File: config.mk
export PLATFORM = sky130hd
export DESIGN_NAME = vbr_trunc_unit
export DESIGN_NICKNAME = d
export VERILOG_FILES = /design/src/rtl/vbt_pkg.sv /design/src/rtl/vbt_elem_eval.sv /design/src/rtl/vbt_len_calc.sv /design/src/rtl/vbt_len_clamp.sv /design/src/rtl/vbr_trunc_unit.sv
export SDC_FILE = /design/constraint.sdc
export NUM_CORES = 1
export LEC_CHECK = 0
export BUFFER_PORTS_ARGS = -buffer_cell sky130_fd_sc_hd__clkbuf_2
export CORE_UTILIZATION = 35
export CTS_CLUSTER_SIZE = 10
export DETAILED_ROUTE_END_ITERATION = 8
export GPL_TIMING_DRIVEN = 0
export HOLD_SLACK_MARGIN = 0.15
export PLACE_DENSITY = 0.6
export SKIP_LAST_GASP = 1
export SYNTH_ARGS = -nofsm -noshare
export SYNTH_HDL_FRONTEND = slang
export SYNTH_SLANG_ARGS = --single-unit
File: constraint.sdc
create_clock -name clk_i -period 4.5 [get_ports clk_i]
set_input_delay 0.9 -clock clk_i [delete_from_list [all_inputs] [get_ports clk_i]]
set_output_delay 0.9 -clock clk_i [all_outputs]
set_load 0.1 [all_outputs]
File: src/rtl/vbt_pkg.sv
package vbt_pkg;
  typedef struct packed {
    logic vlset;
    logic vsb;
    logic vli;
    logic sz;
    logic ctr_test;
    logic cti;
    logic link;
  } vbt_mode_t;

  typedef enum logic {ST_IDLE, ST_RUN} vbt_state_e;
endpackage

File: src/rtl/vbt_elem_eval.sv
module vbt_elem_eval
  import vbt_pkg::*;
(
  input  logic      cond_bit_i,
  input  logic      pred_bit_i,
  input  vbt_mode_t mode_i,
  output logic      active_o,
  output logic      succ_o,
  output logic      hit_o,
  output logic      dec_o
);
  always_comb begin
    active_o = pred_bit_i;
    succ_o   = cond_bit_i;
    hit_o    = pred_bit_i & mode_i.vlset & (cond_bit_i == mode_i.vsb);
    dec_o    = pred_bit_i & mode_i.ctr_test & (cond_bit_i ^ mode_i.cti);
  end
endmodule

File: src/rtl/vbt_len_calc.sv
module vbt_len_calc #(
  parameter int VL_W = 4
) (
  input  logic [VL_W-1:0] idx_i,
  input  logic [VL_W-1:0] last_idx_i,
  input  logic            last_v_i,
  input  logic            vli_i,
  input  logic            sz_i,
  output logic [VL_W-1:0] trunc_o
);
  always_comb begin
    if (vli_i)          trunc_o = idx_i + VL_W'(1);
    else if (sz_i)      trunc_o = idx_i;
    else if (last_v_i)  trunc_o = last_idx_i + VL_W'(1);
    else                trunc_o = '0;
  end
endmodule

File: src/rtl/vbt_len_clamp.sv
module vbt_len_clamp #(
  parameter int MAX_VL = 8,
  parameter int VL_W   = 4
) (
  input  logic [VL_W-1:0] vl_i,
  input  logic [VL_W-1:0] mvl_i,
  output logic [VL_W-1:0] len_o
);
  localparam logic [VL_W-1:0] HW_MAX = VL_W'(MAX_VL);
  logic [VL_W-1:0] lim;

  always_comb begin
    lim   = (mvl_i > HW_MAX) ? HW_MAX : mvl_i;
    len_o = (vl_i > lim) ? lim : vl_i;
  end
endmodule

File: src/rtl/vbr_trunc_unit.sv
module vbr_trunc_unit
  import vbt_pkg::*;
#(
  parameter int MAX_VL = 8,
  parameter int CTR_W  = 16,
  localparam int VL_W  = $clog2(MAX_VL + 1)
) (
  input  logic              clk_i,
  input  logic              rst_ni,
  input  logic              start_i,
  input  logic [MAX_VL-1:0] cond_i,
  input  logic [MAX_VL-1:0] pred_i,
  input  logic [VL_W-1:0]   vl_i,
  input  logic [VL_W-1:0]   mvl_i,
  input  logic [CTR_W-1:0]  ctr_i,
  input  logic              vlset_i,
  input  logic              vsb_i,
  input  logic              vli_i,
  input  logic              sz_i,
  input  logic              ctr_test_i,
  input  logic              cti_i,
  input  logic              link_i,
  output logic [VL_W-1:0]   vl_o,
  output logic [CTR_W-1:0]  ctr_o,
  output logic              taken_o,
  output logic              lr_we_o,
  output logic              done_o
);
  vbt_state_e        state_q;
  vbt_mode_t         mode_q;
  logic [MAX_VL-1:0] cond_q, pred_q;
  logic [VL_W-1:0]   len_q, idx_q, last_q, vl_q;
  logic              last_v_q, taken_q, done_q;
  logic [CTR_W-1:0]  ctr_q;

  logic [VL_W-1:0]   len_in, trunc;
  logic              active, succ, hit, dec, at_end, len_zero;

  vbt_len_clamp #(.MAX_VL(MAX_VL), .VL_W(VL_W)) u_clamp (
    .vl_i(vl_i), .mvl_i(mvl_i), .len_o(len_in)
  );

  // element under test always sits in bit 0 (vectors shift right)
  vbt_elem_eval u_eval (
    .cond_bit_i(cond_q[0]), .pred_bit_i(pred_q[0]), .mode_i(mode_q),
    .active_o(active), .succ_o(succ), .hit_o(hit), .dec_o(dec)
  );

  vbt_len_calc #(.VL_W(VL_W)) u_calc (
    .idx_i(idx_q), .last_idx_i(last_q), .last_v_i(last_v_q),
    .vli_i(mode_q.vli), .sz_i(mode_q.sz), .trunc_o(trunc)
  );

  assign len_zero = (len_q == '0);
  assign at_end   = (idx_q == len_q - VL_W'(1));

  always_ff @(posedge clk_i or negedge rst_ni) begin
    if (!rst_ni) begin
      state_q  <= ST_IDLE;
      mode_q   <= '0;
      cond_q   <= '0;
      pred_q   <= '0;
      len_q    <= '0;
      idx_q    <= '0;
      last_q   <= '0;
      last_v_q <= 1'b0;
      vl_q     <= '0;
      ctr_q    <= '0;
      taken_q  <= 1'b0;
      done_q   <= 1'b0;
    end else begin
      done_q <= 1'b0;
      unique case (state_q)
        ST_IDLE: begin
          if (start_i) begin
            state_q  <= ST_RUN;
            mode_q   <= '{vlset: vlset_i, vsb: vsb_i, vli: vli_i, sz: sz_i,
                          ctr_test: ctr_test_i, cti: cti_i, link: link_i};
            cond_q   <= cond_i;
            pred_q   <= pred_i;
            len_q    <= len_in;
            idx_q    <= '0;
            last_q   <= '0;
            last_v_q <= 1'b0;
            ctr_q    <= ctr_i;
            taken_q  <= 1'b0;
          end
        end
        ST_RUN: begin
          if (len_zero) begin
            vl_q    <= '0;
            done_q  <= 1'b1;
            state_q <= ST_IDLE;
          end else if (hit && !mode_q.vli) begin
            // exclusive: stop before any counter or branch effect
            vl_q    <= trunc;
            done_q  <= 1'b1;
            state_q <= ST_IDLE;
          end else begin
            if (active) begin
              ctr_q    <= ctr_q - CTR_W'(dec);
              taken_q  <= succ;
              last_q   <= idx_q;
              last_v_q <= 1'b1;
            end
            if (hit) begin
              vl_q    <= trunc;
              done_q  <= 1'b1;
              state_q <= ST_IDLE;
            end else if (at_end) begin
              vl_q    <= len_q;
              done_q  <= 1'b1;
              state_q <= ST_IDLE;
            end else begin
              idx_q  <= idx_q + VL_W'(1);
              cond_q <= cond_q >> 1;
              pred_q <= pred_q >> 1;
            end
          end
        end
        default: state_q <= ST_IDLE;
      endcase
    end
  end

  assign vl_o    = vl_q;
  assign ctr_o   = ctr_q;
  assign taken_o = taken_q;
  assign done_o  = done_q;
  assign lr_we_o = done_q & taken_q & mode_q.link;

  p_done_pulse_r11: assert property (@(posedge clk_i) disable iff (!rst_ni)
    done_o |=> !done_o);

  p_lr_needs_taken_r10: assert property (@(posedge clk_i) disable iff (!rst_ni)
    lr_we_o |-> (taken_o && done_o));

  p_vl_within_len_r7: assert property (@(posedge clk_i) disable iff (!rst_ni)
    done_o |-> (vl_o <= len_q));

  p_ctr_step_r8: assert property (@(posedge clk_i) disable iff (!rst_ni)
    (state_q == ST_RUN) |=>
      (ctr_q == $past(ctr_q) || ctr_q == ($past(ctr_q) - CTR_W'(1))));

  p_masked_keep_ctr_r9: assert property (@(posedge clk_i) disable iff (!rst_ni)
    (state_q == ST_RUN && !pred_q[0]) |=> (ctr_q == $past(ctr_q)));

  p_start_ignored_r11: assert property (@(posedge clk_i) disable iff (!rst_ni)
    (state_q == ST_RUN && start_i) |=> (len_q == $past(len_q)));
endmodule

==> summary.md <==
The run finished with clean final reports. The portion of the clock cycle consumed by the worst path in the final layout was 51.9%; the initial antenna violation count was 0. The pin count of the biggest net entering global routing came out at 60. The number of distinct library cells after synthesis came out at 53. The synthesized design contains 0 enable-type register cells. The biggest area contributor in the post-synthesis netlist is dfrtp_1. The number of filler cells placed in the layout is 1032, and the via count of the first global-routing pass is 3348. The number of pins with negative max-slew slack in the final report came out at 0.

The fraction of final layout cells with drive strength greater than 1 works out to 20.3%. For the gate count of the mapped netlist, the log shows 414. The path class of the tightest hold or removal check is reg -> reg. The Yosys warning count is 0. The tools report the number of hold-repair buffers added at the cts stage as 0.

During I/O placement, the number of pins put on the boundary was 73. Total setup buffers inserted after CTS: 0. The tools report the last weighted congestion value of the routability-driven placer as 0.851.

For the residual DRC count, the log shows 0. Counting both buffers and inverters, the worst setup path holds a total of 2. At the worst endpoint, the arrival time is 2.55 ns. For the setup clock skew after layout, the log shows 0.0158 ns. The starting density of the core is 36.5%, and the area of all sequential standard cells is 0.00148 mm^2. The critical path starts at len_q[0]$_DFFE_PN0P_. The floorplan step set the die height to 104 um. The first TritonRoute pass finished after 4 iterations. Commonest register cell after synthesis: dfrtp_1.

The tools report the worst-case setup margin in the final layout as 2.16 ns. With fillers left out, the area of the finished cells amounts to 0.00437 mm^2. The detailed router finished its first iteration with 153 violations. For the final routed database, the setup TNS stands at 0 ns.

The number of placement rows was 36. The setup-violating endpoint count in the final report is 0. The overall global routing resource usage was 19.4%. The clock net in this run drives a total of 59 sinks. For the worst-skew pair, the clock arrives at the later sink with an insertion delay of 0.35 ns.

No sink is reached through more buffers than the 2 on the longest clock path. For the die outline area, the log shows 0.0107 mm^2. Clock-pin slew was measured on the worst setup and hold paths at 0.07 ns. Summing all multi-input logic gate instances after layout gives 0.00197 mm^2. The share of synthesized area in the top cell type comes to 40.8%. The tools report the tightest slew margin relative to the limit as 43.4%. The hold path startpoint was mode_q[2]$_DFFE_PN0P_. Global routing finished with a remaining overflow of 0. 0 antenna diodes ended up in the layout. The run gives 0 as the number of violations of the max-capacitance limit.

The tools report the global-route wire length before repair as 16.6 mm. On the critical path the largest part of the delay comes from simple AND/OR/NAND/NOR gates. The slew at the pin closest to its max-slew limit came out at 0.848 ns. The category of the worst setup path capture point was a flop. After detailed routing, the average wire length per cell comes to 15.7 um.

For the worst setup path, the data required time is 4.72 ns. The worst-path cell with the longest stage delay is or3b_1. In this run the cell area of the synthesized design comes to 0.00362 mm^2.

The detailed router placed 3369 vias in this run. The placed instances occupy a cell area of 0.00415 mm^2. The time the worst path needs with I/O delays and setup was 2.34 ns; the post-synthesis to final-layout area growth was 20.9%. At the end of the flow, the number of nets in the layout was 557. In this run the worst path has a maximum fanout of 10. In this run, synthesis produced a sequential element count of 59.

Buffers placed on the I/O ports in this run total 72. Setup repair after global routing left no endpoint under its margin. Sequential elements use 40.8% of the synthesized area.

The wire length after detailed routing was 9.99 mm; the count of endpoints failing hold in the final timing report was 0. The worst setup path is launched from a flop. The total number of H-tree levels is 3, and the antenna violation net count after detailed routing is 0. In this run, post-CTS repair resized a total of 0 instances. Standard cell core area: 0.00991 mm^2.

The root buffer cell chosen for the clock tree is clkbuf_8. The die extent in x works out to 104 um. The half-perimeter wire length of the detailed placement result came out at 7.22 mm. The proportion of synthesized flip-flops having asynchronous set or reset is 100%. TritonCTS built the clock tree.

The tools report the CTS buffer count as 9. By instance count, the leading cell after synthesis is dfrtp_1. Counting instances in the post-synthesis netlist gives the leading cell types as dfrtp_1 (59), nand2_1 (54), nor2_1 (27), nor3_1 (26), o21ai_0 (21). The run gives 474 as the net count of the mapped netlist. Timing would allow up to 428 MHz. Yosys attributes the largest share of cell area to dfrtp_1 (41%), nand2_1 (5.6%), mux2i_1 (4.7%). The worst setup path is of the reg -> reg kind.

Once layout is complete, the utilization of the core stands at 44.1%. The worst register-to-register path begins at len_q[0]$_DFFE_PN0P_. The synthesized area per cell was 8.73 um^2; the post-place setup slack was 1.99 ns. The maximum single-stage delay on the critical path is 0.44 ns, and the routed via count divided by cell count is 5.31. Traced cell by cell, the critical path runs through inv_1, ha_1, or3b_1, o21ai_1, buf_2, a31oi_4, nand2b_4, mux2_1.
==> final cells by class <==
class	instances	area share, %
plain buffers	28	2.72
clock buffers	10	3.15
clock inverters	6	2.03
inverters	14	1.20
multi-input cells	313	45.0
flip-flops and latches	59	33.8
well taps	133	3.81
repair buffers	72	8.30
==> cells in the final DEF (no fill, tap or decap), types with 2 or more instances in the layout <==
cell type	instances
or4_1	3
nand3_1	13
nor4_1	7
nand2_1	54
nand3b_1	2
mux2_1	2
clkbuf_1	18
and3_1	4
nand2b_1	6
o21a_1	2
buf_2	7
and4_1	3
clkbuf_8	10
bufinv_16	2
o31ai_1	3
o22ai_1	13
nor4b_1	2
clkinvlp_4	2
ha_1	10
nor2b_1	3
o21ai_1	4
o211ai_1	3
nand4b_1	2
xnor2_1	18
a31oi_1	5
xor2_1	7
a311oi_1	2
clkbuf_2	72
a21o_1	2
or3_1	2
nor3_1	26
and2_1	2
nor2_1	27
dfrtp_1	59
a21oi_1	20
inv_1	14
a211oi_1	3
o21ai_0	21
a221oi_1	11
mux2i_1	17
==> per-layer routing <==
metal  vias up  part of all wire, %  wire [um]  GRT usage, %
met4         0                  1.4        142          6.83
li1       1658                    -          -             -
met1      1617                   47       4720          26.4
met2        81                   47       4680          30.8
met5         -                    0          0             0
met3        13                  4.5        448          3.84
==> final timing paths <==
kind                                          to  cells past startpoint  slack, ns
max in group asynchronous  ctr_o[12]$_DFFE_PN0P_                      1       3.27
setup / recovery             vl_o[3]$_DFFE_PN0P_                      8       2.16
hold / removal             mode_q[2]$_DFFE_PN0P_                      2       0.47
setup reg to reg             vl_o[3]$_DFFE_PN0P_                      8       2.16
hold reg to reg            mode_q[2]$_DFFE_PN0P_                      2       0.47
min in group asynchronous   idx_q[0]$_DFFE_PN0P_                      1       0.69
==> kinds of logic after synthesis <==
logic type	share of synthesized area (%)
simple gates	22.4
compound gates	17.2
flops	40.8
fa+ha+maj	3.46
buf+inv	4.74
xor+xnor	6.06
mux	5.33
==> stage by stage <==
| step | hold slack (ns) | std cells |
|---|---|---|
| 4_1_cts | 0.474 | 635 |
| 3_5_place_dp | 0.458 | 619 |
| 5_1_grt | 0.498 | 635 |
| 6_report | 0.473 | 635 |
| 2_1_floorplan | 0.437 | 414 |
| 3_3_place_gp | 0.452 | 619 |
==> sequential cells by signal, indices dropped and copies added (netlist names) <==
signal    count
done_o        1
last_v_q      1
last_q        4
pred_q        8
cond_q        8
mode_q        7
taken_o       1
idx_q         4
state_q       1
len_q         4
vl_o          4
ctr_o        16
==> worst reg2reg max path: cells and delay by family, from the launching register on <==
kind	cells	cell delay, ns
fa+ha+maj	1	0.16
mux	1	0.33
flops	1	0.43
compound gates	2	0.25
buf+inv	2	0.38
simple gates	2	0.68
Power is not shown: default switching activity piles up to over one toggle a cycle in this logic, so the estimate is an artifact.
